$ cat src/rtl/mlfit_pkg.sv
package mlfit_pkg;

    typedef enum logic [1:0] {
        FIT_INTERCEPT = 2'd0,
        FIT_SLOPE     = 2'd1,
        FIT_CURV      = 2'd2
    } fit_kind_e;

    typedef enum logic [1:0] {
        ST_IDLE  = 2'd0,
        ST_ACCUM = 2'd1,
        ST_DONE  = 2'd2
    } fit_state_e;

    // One signed power-of-two term: enable, negate, left shift.
    typedef struct packed {
        logic       en;
        logic       neg;
        logic [2:0] sh;
    } sterm_t;

    typedef struct packed {
        sterm_t a;
        sterm_t b;
    } scoef_t;

    function automatic sterm_t mk_term(input int sgn, input int shv);
        sterm_t t;
        logic [31:0] s;
        s     = shv;
        t.en  = (sgn != 0);
        t.neg = (sgn < 0);
        t.sh  = s[2:0];
        return t;
    endfunction

    // Coefficient for plane idx of n planes at offset d = 2*idx-(n-1).
    function automatic scoef_t plane_coef(input fit_kind_e kind, input int idx, input int n);
        scoef_t c;
        int d;
        int m;
        d = 2 * idx - (n - 1);
        m = ((d < 0 ? -d : d) - 1) / 2;
        c.a = mk_term(0, 0);
        c.b = mk_term(0, 0);
        unique case (kind)
            FIT_INTERCEPT: begin
                case (m)
                    0: begin c.a = mk_term( 1, 3); c.b = mk_term( 1, 0); end
                    1: begin c.a = mk_term( 1, 3); c.b = mk_term(-1, 0); end
                    2: begin c.a = mk_term( 1, 1); c.b = mk_term( 1, 0); end
                    3: begin c.a = mk_term(-1, 2); c.b = mk_term( 1, 0); end
                    default: ;
                endcase
            end
            FIT_SLOPE: begin
                case (m)
                    0: begin c.a = mk_term( 1, 1); c.b = mk_term( 1, 0); end
                    1: begin c.a = mk_term( 1, 3); c.b = mk_term( 1, 0); end
                    2: begin c.a = mk_term( 1, 4); c.b = mk_term(-1, 0); end
                    3: begin c.a = mk_term( 1, 4); c.b = mk_term( 1, 2); end
                    default: ;
                endcase
                if (d < 0) begin
                    c.a.neg = c.a.en & ~c.a.neg;
                    c.b.neg = c.b.en & ~c.b.neg;
                end
            end
            FIT_CURV: begin
                case (m)
                    0: begin c.a = mk_term(-1, 5); c.b = mk_term( 1, 1); end
                    1: begin c.a = mk_term(-1, 4); c.b = mk_term(-1, 1); end
                    2: begin c.a = mk_term( 1, 2); c.b = mk_term( 1, 1); end
                    3: begin c.a = mk_term( 1, 5); c.b = mk_term( 1, 3); end
                    default: ;
                endcase
            end
            default: ;
        endcase
        return c;
    endfunction

endpackage

$ cat src/rtl/mlfit_term.sv
module mlfit_term
    import mlfit_pkg::*;
#(
    parameter int HIT_W = 12,
    parameter int ACC_W = 24
) (
    input  logic signed [HIT_W-1:0] hit,
    input  sterm_t                  term,
    output logic signed [ACC_W-1:0] val
);
    localparam int EXT_W = ACC_W - HIT_W;

    logic signed [ACC_W-1:0] ext;
    logic signed [ACC_W-1:0] shifted;

    always_comb begin
        ext     = {{EXT_W{hit[HIT_W-1]}}, hit};
        shifted = ext <<< term.sh;
        if (!term.en)
            val = '0;
        else if (term.neg)
            val = -shifted;
        else
            val = shifted;
    end
endmodule

$ cat src/rtl/mlfit_chan.sv
module mlfit_chan
    import mlfit_pkg::*;
#(
    parameter fit_kind_e KIND     = FIT_INTERCEPT,
    parameter int        N_PLANES = 8,
    parameter int        HIT_W    = 12,
    parameter int        ACC_W    = 24,
    parameter int        IDX_W    = 3
) (
    input  logic                    clk,
    input  logic                    rst_n,
    input  logic                    clear,
    input  logic                    step,
    input  logic [IDX_W-1:0]        idx,
    input  logic signed [HIT_W-1:0] hit,
    output logic signed [ACC_W-1:0] acc
);
    localparam int SUM_W = ACC_W + 2;

    scoef_t                  coef;
    logic signed [ACC_W-1:0] term_a;
    logic signed [ACC_W-1:0] term_b;
    logic signed [SUM_W-1:0] sum_w;

    always_comb coef = plane_coef(KIND, int'(idx), N_PLANES);

    mlfit_term #(.HIT_W(HIT_W), .ACC_W(ACC_W)) u_term_a (
        .hit  (hit),
        .term (coef.a),
        .val  (term_a)
    );

    mlfit_term #(.HIT_W(HIT_W), .ACC_W(ACC_W)) u_term_b (
        .hit  (hit),
        .term (coef.b),
        .val  (term_b)
    );

    always_comb begin
        sum_w = {{2{acc[ACC_W-1]}}, acc}
              + {{2{term_a[ACC_W-1]}}, term_a}
              + {{2{term_b[ACC_W-1]}}, term_b};
    end

    always_ff @(posedge clk or negedge rst_n) begin
        if (!rst_n)
            acc <= '0;
        else if (clear)
            acc <= '0;
        else if (step)
            acc <= sum_w[ACC_W-1:0];
    end

    AST_NO_OVERFLOW: assert property (@(posedge clk) disable iff (!rst_n)
        step |-> (sum_w[SUM_W-1:ACC_W-1] == '0 || sum_w[SUM_W-1:ACC_W-1] == '1));
endmodule

$ cat src/rtl/mlfit_ctrl.sv
module mlfit_ctrl
    import mlfit_pkg::*;
#(
    parameter int N_PLANES = 8,
    parameter int IDX_W    = 3
) (
    input  logic             clk,
    input  logic             rst_n,
    input  logic             start,
    output logic             busy,
    output logic             valid,
    output logic             load,
    output logic             step,
    output logic [IDX_W-1:0] idx
);
    localparam logic [IDX_W-1:0] LAST = IDX_W'(N_PLANES - 1);

    fit_state_e state, state_nx;

    always_comb begin
        state_nx = state;
        unique case (state)
            ST_IDLE:  if (start)       state_nx = ST_ACCUM;
            ST_ACCUM: if (idx == LAST) state_nx = ST_DONE;
            ST_DONE:                   state_nx = ST_IDLE;
            default:                   state_nx = ST_IDLE;
        endcase
    end

    always_ff @(posedge clk or negedge rst_n) begin
        if (!rst_n) begin
            state <= ST_IDLE;
            idx   <= '0;
        end else begin
            state <= state_nx;
            if (state == ST_IDLE)
                idx <= '0;
            else if (state == ST_ACCUM)
                idx <= idx + 1'b1;
        end
    end

    always_comb begin
        busy  = 1'b0;
        valid = 1'b0;
        load  = 1'b0;
        step  = 1'b0;
        unique case (state)
            ST_IDLE:  load  = start;
            ST_ACCUM: begin busy = 1'b1; step = 1'b1; end
            ST_DONE:  begin busy = 1'b1; valid = 1'b1; end
            default:  ;
        endcase
    end

    AST_START_TAKEN: assert property (@(posedge clk) disable iff (!rst_n)
        (state == ST_IDLE && start) |=> (busy && step && idx == '0));
    AST_LAST_TO_DONE: assert property (@(posedge clk) disable iff (!rst_n)
        (state == ST_ACCUM && idx == LAST) |=> valid);
    AST_VALID_PULSE: assert property (@(posedge clk) disable iff (!rst_n)
        valid |=> !valid);
    AST_BUSY_IGNORES_START: assert property (@(posedge clk) disable iff (!rst_n)
        (busy && start) |=> !(step && idx == '0));
endmodule

$ cat src/rtl/ml_track_fitter.sv
module ml_track_fitter
    import mlfit_pkg::*;
#(
    parameter int N_PLANES = 8,
    parameter int HIT_W    = 12,
    parameter int ACC_W    = 24
) (
    input  logic                         clk,
    input  logic                         rst_n,
    input  logic                         start,
    input  logic [N_PLANES*HIT_W-1:0]    hits,
    output logic                         busy,
    output logic                         valid,
    output logic signed [ACC_W-1:0]      y0_out,
    output logic signed [ACC_W-1:0]      slope_out,
    output logic signed [ACC_W-1:0]      curv_out
);
    localparam int IDX_W  = (N_PLANES > 1) ? $clog2(N_PLANES) : 1;
    localparam int N_OUTS = 3;

    logic                    load;
    logic                    step;
    logic [IDX_W-1:0]        idx;
    logic signed [HIT_W-1:0] hit_q [N_PLANES];
    logic signed [HIT_W-1:0] hit_sel;
    logic signed [ACC_W-1:0] acc   [N_OUTS];

    mlfit_ctrl #(.N_PLANES(N_PLANES), .IDX_W(IDX_W)) u_ctrl (
        .clk   (clk),
        .rst_n (rst_n),
        .start (start),
        .busy  (busy),
        .valid (valid),
        .load  (load),
        .step  (step),
        .idx   (idx)
    );

    always_ff @(posedge clk or negedge rst_n) begin
        if (!rst_n) begin
            for (int i = 0; i < N_PLANES; i++) hit_q[i] <= '0;
        end else if (load) begin
            for (int i = 0; i < N_PLANES; i++) hit_q[i] <= hits[i*HIT_W +: HIT_W];
        end
    end

    always_comb hit_sel = hit_q[idx];

    for (genvar g = 0; g < N_OUTS; g++) begin : g_chan
        mlfit_chan #(
            .KIND     (fit_kind_e'(g)),
            .N_PLANES (N_PLANES),
            .HIT_W    (HIT_W),
            .ACC_W    (ACC_W),
            .IDX_W    (IDX_W)
        ) u_chan (
            .clk   (clk),
            .rst_n (rst_n),
            .clear (load),
            .step  (step),
            .idx   (idx),
            .hit   (hit_sel),
            .acc   (acc[g])
        );
    end

    assign y0_out    = acc[0];
    assign slope_out = acc[1];
    assign curv_out  = acc[2];

    AST_OUT_HOLD: assert property (@(posedge clk) disable iff (!rst_n)
        (!busy && !start) |=> ($stable(y0_out) && $stable(slope_out) && $stable(curv_out)));
endmodule

$ cat config.mk
export PLATFORM = sky130hd
export DESIGN_NAME = ml_track_fitter
export DESIGN_NICKNAME = d
export VERILOG_FILES = /design/src/rtl/mlfit_pkg.sv /design/src/rtl/mlfit_term.sv /design/src/rtl/mlfit_chan.sv /design/src/rtl/mlfit_ctrl.sv /design/src/rtl/ml_track_fitter.sv
export SDC_FILE = /design/constraint.sdc
export NUM_CORES = 1
export LEC_CHECK = 0
export BUFFER_PORTS_ARGS = -buffer_cell sky130_fd_sc_hd__clkbuf_2
export CORE_MARGIN = 5
export CORE_UTILIZATION = 46
export CTS_CLUSTER_DIAMETER = 60
export DETAILED_ROUTE_END_ITERATION = 10
export HOLD_SLACK_MARGIN = 0.02
export PLACE_DENSITY = 0.67
export SKIP_LAST_GASP = 1
export SLEW_MARGIN = 20
export SYNTH_ARGS = -nofsm -noshare
export SYNTH_HDL_FRONTEND = slang
export SYNTH_SLANG_ARGS = --single-unit
$ cat constraint.sdc
create_clock -name clk -period 5.62 [get_ports clk]
set_input_delay 1.686 -clock clk [delete_from_list [all_inputs] [get_ports clk]]
set_output_delay 1.686 -clock clk [all_outputs]
set_load 0.02 [all_outputs]
# Yosys cells after proc, flatten, opt, wreduce, memory -nomap -nowiden
# Cells that the tools add are included.
# op_classes
bitwise	6
n_eq_ne	8
shifts	6
magnitude_cmp	2
addsub	17
reduce_logical	6
muxes	36
# op_table
cell	n
2-to-1 mux 24 bit	18
adder 24 bit	6
negator 24 bit	6
<<< shifter 12 x 3 -> 24 bit	6
case mux 10 bit (4 select lines)	3
== test 32 x 2 -> 1 bit, second input constant	2
binary-select mux 12 bit (select 3 bit)	1
adder 32 x 1 -> 32 bit	1
== test 32 x 1 -> 1 bit, second input constant	1
logical NOT 32 bit	1
less-than comparator 32 x 1 -> 1 bit, second input constant	1
2-to-1 mux 32 bit	1
negator 32 bit	1
subtractor 32 x 2 -> 32 bit, second input constant	1
2-to-1 mux 12 bit	2
2-to-1 mux 1 bit	6
2-to-1 mux 3 bit	2
subtractor 4 x 3 -> 5 bit, second input constant	1
greater-or-equal comparator 4 bit, second input constant	1
2-to-1 mux 2 bit	2
inverter 3 -> 4 bit	1
case mux 2 bit (2 select lines)	1
nonzero test 2 bit	2
adder 3 x 1 -> 3 bit, second input constant	1
10 further kinds	13
# totals
out_inout_bits	74
in_bits	99
word_cells	94
reg_bits	173

# Longest topological paths before layout
# depth
word_depth	17
depth_mapped	30
mapped_depth_nobuf	26

# Modules after synthesis
# A second synthesis with hierarchy kept.
# hier_totals
cells_unflattened	2364
area_unflattened_um2	21418.0
# by_module_without_submodules
module	seq_area_each_um2	area_each_um2	instances	cells_each
mlfit_term (g_chan[0].u_chan.u_term_a ...)	0.0	1470.2	5	209
ml_track_fitter	2402.3	4339.2	1	246
mlfit_chan (g_chan[2].u_chan)	600.6	2711.4	1	276
mlfit_chan (g_chan[1].u_chan)	600.6	2591.2	1	272
mlfit_chan (g_chan[0].u_chan)	600.6	2542.4	1	258
mlfit_term (g_chan[0].u_chan.u_term_b)	0.0	1597.8	1	239
mlfit_ctrl	125.1	285.3	1	28

# Worst setup path after synthesis
# Ideal clock, no wire load.
# synth_timing
path_type	reg-to-reg
from	register u_ctrl.idx[0]
to	register g_chan[2].u_chan.acc[20]
stages_incl_launch_ff	26
synth_period_minus_slack_ns	6.035
n_path_buf	3
path_slack_ns	-0.415
setup_time_ns	0.125
arrival_ns	5.910
required_time_ns	5.495
cell_sequence	dfrtp_1 > buf_6 > buf_12 > buf_12 > mux2_4 > a222oi_1 > nor3b_1 > inv_1 > a21oi_1 > or4b_2 > nand2_1 > o211ai_1 > o211ai_1 > o211ai_1 > fa_1 > inv_1 > ha_1 > a21oi_1 > o21ai_0 > or3_1 > a21oi_1 > nor3_1 > nor3_1 > o21ai_0 > and3_1 > a2111oi_0
# synth_via
elab_chain_cells	16
elab_cells_between_ends	28
cone_classes	8 x add/sub; 1 x order compare; 3 x eq/ne; 2 x shift; 11 x mux; 2 x bitwise; 1 x reduce/logical
# synth_lines
item	line	rtl
start, declared	mlfit_ctrl.sv:14	output logic [IDX_W-1:0] idx
start signal, assigned	mlfit_ctrl.sv:39	idx <= idx + 1'b1;
subtractor 4 x 3 -> 5 bit	mlfit_pkg.sv:42	d = 2 * idx - (n - 1);
negator 32 bit or less-than comparator 32 x 1 -> 1 bit (tied branches)	mlfit_pkg.sv:43	m = ((d < 0 ? -d : d) - 1) / 2;
2-to-1 mux 32 bit	mlfit_pkg.sv:43	
subtractor 32 x 2 -> 32 bit	mlfit_pkg.sv:43	
AND 1 bit (no line)	--	
adder 32 x 1 -> 32 bit (no line)	--	
== test 32 x 2 -> 1 bit (tied with other cells)	mlfit_pkg.sv:70	case (m)
case mux 10 bit (4 select lines)	mlfit_pkg.sv:70	
<<< shifter 12 x 3 -> 24 bit	mlfit_term.sv:18	shifted = ext <<< term.sh;
negator 24 bit	mlfit_term.sv:22	val = -shifted;
2-to-1 mux 24 bit	mlfit_term.sv:21	else if (term.neg)
2-to-1 mux 24 bit	mlfit_term.sv:19	if (!term.en)
adder 24 bit	mlfit_chan.sv:41	+ {{2{term_a[ACC_W-1]}}, term_a}
adder 24 bit *	mlfit_chan.sv:42	+ {{2{term_b[ACC_W-1]}}, term_b};
2-to-1 mux 24 bit *	mlfit_chan.sv:50	else if (step)
2-to-1 mux 24 bit *	mlfit_chan.sv:48	else if (clear)
end signal, assigned	mlfit_chan.sv:51	acc <= sum_w[ACC_W-1:0];
end, declared	mlfit_chan.sv:16	output logic signed [ACC_W-1:0] acc
# Every way passes the cells marked *; elsewhere a longest branch is shown, timed or not. The select of a mux whose other input is x is not followed.
# A chain may end at the register's enable or synchronous reset.

# Worst setup path after layout
# layout_timing
from	register u_ctrl.idx[0]
to	register g_chan[1].u_chan.acc[23]
# layout_via
elab_chain_cells	16
elab_cells_between_ends	33
cone_classes	8 x add/sub; 1 x order compare; 3 x eq/ne; 2 x shift; 13 x mux; 5 x bitwise; 1 x reduce/logical
# layout_lines
item	line	rtl
subtractor 4 x 3 -> 5 bit	mlfit_pkg.sv:42	
negator 32 bit or less-than comparator 32 x 1 -> 1 bit (tied branches)	mlfit_pkg.sv:43, mlfit_pkg.sv:64	
2-to-1 mux 32 bit	mlfit_pkg.sv:43	
subtractor 32 x 2 -> 32 bit	mlfit_pkg.sv:43	
AND 1 bit (no line)	--	
adder 32 x 1 -> 32 bit (no line)	--	
== test 32 x 2 -> 1 bit (tied with other cells)	mlfit_pkg.sv:57	case (m)
case mux 10 bit (4 select lines)	mlfit_pkg.sv:57	
<<< shifter 12 x 3 -> 24 bit (tied with other cells)	mlfit_term.sv:18	
negator 24 bit (tied with other cells)	mlfit_term.sv:22	
2-to-1 mux 24 bit or 2-to-1 mux 1 bit (tied branches)	mlfit_term.sv:21, mlfit_pkg.sv:64	
2-to-1 mux 24 bit, on equally long branches	mlfit_term.sv:19, mlfit_term.sv:21	
adder 24 bit or 2-to-1 mux 24 bit (tied branches)	mlfit_chan.sv:41, mlfit_term.sv:19	
adder 24 bit *	mlfit_chan.sv:42	
2-to-1 mux 24 bit *	mlfit_chan.sv:50	
2-to-1 mux 24 bit *	mlfit_chan.sv:48	
end signal, assigned	mlfit_chan.sv:51	
end, declared	mlfit_chan.sv:16	
# Marked as above.

==> impl_metrics.csv <==
group,metric,value,unit
timing,fin_skew,0.0125,ns
clock_tree,clock-root-buffer,"clkbuf_16",
clock_tree,cts_tree,"built",
cells_and_area,fin_nets,2667,
routing,via_per_inst,5.44,
hold_path,min-delay-start,"hit_q[75]",
timing,rsz0062_at_grt,"true",
global_route,overflow,0,
synth,yosysUniqueCellTypes,84,
timing,worst_slew_pin_slew,0.846,ns
worst_setup_path,rr_worst_depth,22,
flow_run,drv_cap,0,
synth,netlist_instances,2023,
placed_design,place_ws,-0.247,ns
synth,avgSynthCellArea,8.03,um2
outcome,outcome,"complete, but fails checks",
global_route,grt_pass1_vias,16100,
synth,synthFlopType,"dfrtp_1",
worst_setup_path,path_max_fanout,7,
clock_tree,clockBufferDepth,2,
cells_and_area,area_growth,27.6,%
cells_and_area,num_antenna_cells,0,
synth,yosysWarnings,0,
timing,maxSlewViolCount,0,
clock_tree,numCtsBuffers,17,
worst_setup_path,cp-end-kind,"flip-flop",
worst_setup_path,worstReg2RegStart,"u_ctrl.idx[0]",
timing,setup_violations,4,
worst_setup_path,reg2reg_slack,-0.07,ns
die,start_util,0.468,
placed_design,hpwl,41800,um
routing,ant_nets,0,
die,core_area,34700,um2
cells_and_area,drive_above_1_share,0.266,
synth,synth-edff-count,0,
die,die_w,198,um
placed_design,io_buffers,172,
routing,drtIter0Drc,1071,
timing,max_freq,176,MHz
die,die_area,39200,um2
hold_path,min_path_cells,2,
clock_tree,clock_latency,0.46,ns
hold_path,hold_path.class,"reg -> reg",
die,die_y,198,um
synth,ys_async_sr_fraction,1.00,
global_route,grt_max_degree,110,
timing,whs,0.476,ns
worst_setup_path,arrival,6.07,ns
hold_path,min_to,"hit_q[75]",
worst_setup_path,timing.rr.end,"g_chan[1].u_chan.acc[23]",
timing,fin_crit_sh,1.01,
routing,via_count,15700,
synth,synth_seq_cells,173,
clock_tree,clk_pin_slew,0.07,ns
global_route,grt_antenna_before_repair,0,
timing,slew_headroom,0.436,
timing,fin_ws,-0.0697,ns
worst_setup_path,cp.required,6.00,ns
routing,wl,53400,um
clock_tree,h-tree-depth,4,
routing,routedWlPerCell,18.5,um
die,ios,173,
timing,period_minus_slack,5.69,ns
die,rows,68,
worst_setup_path,start_kind,"flip-flop",
worst_setup_path,worstSetupPathType,"reg -> reg",
global_route,grt_pass1_wl,85600,um
global_route,grt_usage,0.274,
synth,syn_area,16200,um2
clock_tree,clock_sinks,173,
placed_design,gp_congestion,0.987,
synth,synth_seq_area_share,0.267,
timing,hold_viol,0,
outcome,violations,"negative setup slack",
routing,dr.pass1.iters,5,
routing,drc_errors,0,
-- cells in the mapped netlist, types with 13 or more instances --
library cell	count	area share
nand2_1	385	0.089
inv_1	226	0.052
nor2_1	190	0.044
dfrtp_1	173	0.27
a21oi_1	121	0.037
mux2i_1	87	0.054
ha_1	77	0.059
o21ai_0	75	0.023
xnor2_1	75	0.040
fa_1	72	0.089
clkbuf_1	67	0.015
xor2_1	46	0.025
nor3_1	29	0.0089
a21o_1	27	0.012
a31oi_1	23	0.0089
nand3_1	21	0.0065
a211oi_1	20	0.0092
o21a_1	19	0.0088
buf_1	16	0.0037
nand2b_1	16	0.0062
o211ai_1	13	0.0060
-- critical path: stages (launching register included) --
cell and delay (ns):
dfrtp_2 0.42, buf_6 0.15, mux4_2 0.56, mux2_4 0.37
nor2_4 0.17, buf_4 0.14, nor2_1 0.06, a21oi_2 0.21
nand2_1 0.16, o311a_1 0.45, fa_1 0.50, inv_1 0.04
ha_1 0.32, o211ai_1 0.38, a21boi_2 0.17, a31oi_4 0.22
o21ai_2 0.10, o221ai_2 0.18, o21ai_2 0.11, and3_1 0.21
or3_1 0.34, mux2i_1 0.17, mux2i_1 0.20
-- layout by cell type (no fill, tap or decap), drive strengths merged, types with 9 or more instances in the layout --
cell | netlist | final
nand2 | 385 | 385
buf | 34 | 298
inv | 227 | 230
nor2 | 191 | 191
clkbuf | 67 | 191
dfrtp | 173 | 173
a21oi | 121 | 121
mux2i | 87 | 87
o21ai | 78 | 78
ha | 77 | 77
xnor2 | 75 | 75
fa | 72 | 72
xor2 | 46 | 46
nor3 | 30 | 30
a21o | 27 | 27
a31oi | 23 | 23
nand3 | 21 | 21
a211oi | 21 | 21
o21a | 19 | 19
nand2b | 16 | 16
mux4 | 15 | 15
o211ai | 13 | 13
mux2 | 12 | 13
and3 | 12 | 12
and2 | 12 | 12
a22oi | 12 | 12
a22o | 11 | 11
o31ai | 10 | 10
or3 | 10 | 10
a31o | 9 | 9
conb | 1 | 9
or2 | 9 | 9
-- what timing repair did --
action	CTS	global route
pin swaps	9	27
setup endpoints to repair	11	24
hold buffers	0	0
gates cloned	1	0
endpoints found under the hold margin	0	0
setup buffers	9	10
resized for setup	51	73
-- state kept, by name, summed over array words and instances (netlist names) --
register and cells:
u_ctrl.state 2, u_ctrl.idx 3, g_chan.u_chan.acc 72, hit_q 96
-- per-layer routing --
metal | GRT usage | vias to the layer above | part of all wire
met5 | 0 | - | 0
met2 | 0.449 | 502 | 0.47
met3 | 0.0408 | 104 | 0.052
met1 | 0.370 | 7548 | 0.44
li1 | - | 7549 | -
met4 | 0.100 | 0 | 0.033
-- cell families (layout without fill, tap and decap cells) --
logic type,after synthesis,after routing,synth area share
AND/OR/NAND/NOR,728,728,0.192
AO/OA/AOI/OAI,408,408,0.162
multiplexers,114,115,0.0848
other,1,9,0.000231
buffers and inverters,329,729,0.0811
XOR/XNOR,121,121,0.0652
flip-flops,173,173,0.267
adder cells (fa/ha/maj),149,149,0.148
-- area by class of cell --
cell class	instances	area, um2
Sequential cell	173	4330
Clock buffer	20	437
Timing Repair Buffer	469	3200
Inverter	228	860
Fill cell	3208	14000
Multi-Input combinational cell	1530	11200
Tap cell	455	569
Clock inverter	12	139
-- metrics by stage --
step | instances | TNS, ns | instance area (um2) | util
after CTS | 2878 | -0.0402 | 20300 | 0.586
after global placement | 2836 | -0.516 | 19500 | 0.563
final | 2887 | -0.204 | 20700 | 0.597
after detailed placement | 2836 | -1.35 | 19500 | 0.563
after global routing | 2887 | -2.97 | 20700 | 0.597
after floorplan | 2031 | -0.00629 | 16400 | -
-- worst max-delay path by stage --
| stage | endpoint | startpoint |
|---|---|---|
| finish | g_chan[1].u_chan.acc[23] | u_ctrl.idx[0] |
| global route | g_chan[2].u_chan.acc[23] | u_ctrl.idx[1] |
| CTS | g_chan[1].u_chan.acc[23] | u_ctrl.idx[0] |
| detailed placement | g_chan[2].u_chan.acc[23] | u_ctrl.idx[0] |
| global placement | g_chan[2].u_chan.acc[23] | u_ctrl.idx[0] |
| floorplan | g_chan[2].u_chan.acc[20] | u_ctrl.idx[0] |
Power is not shown: default switching activity piles up to over one toggle a cycle in this logic, so the estimate is an artifact.
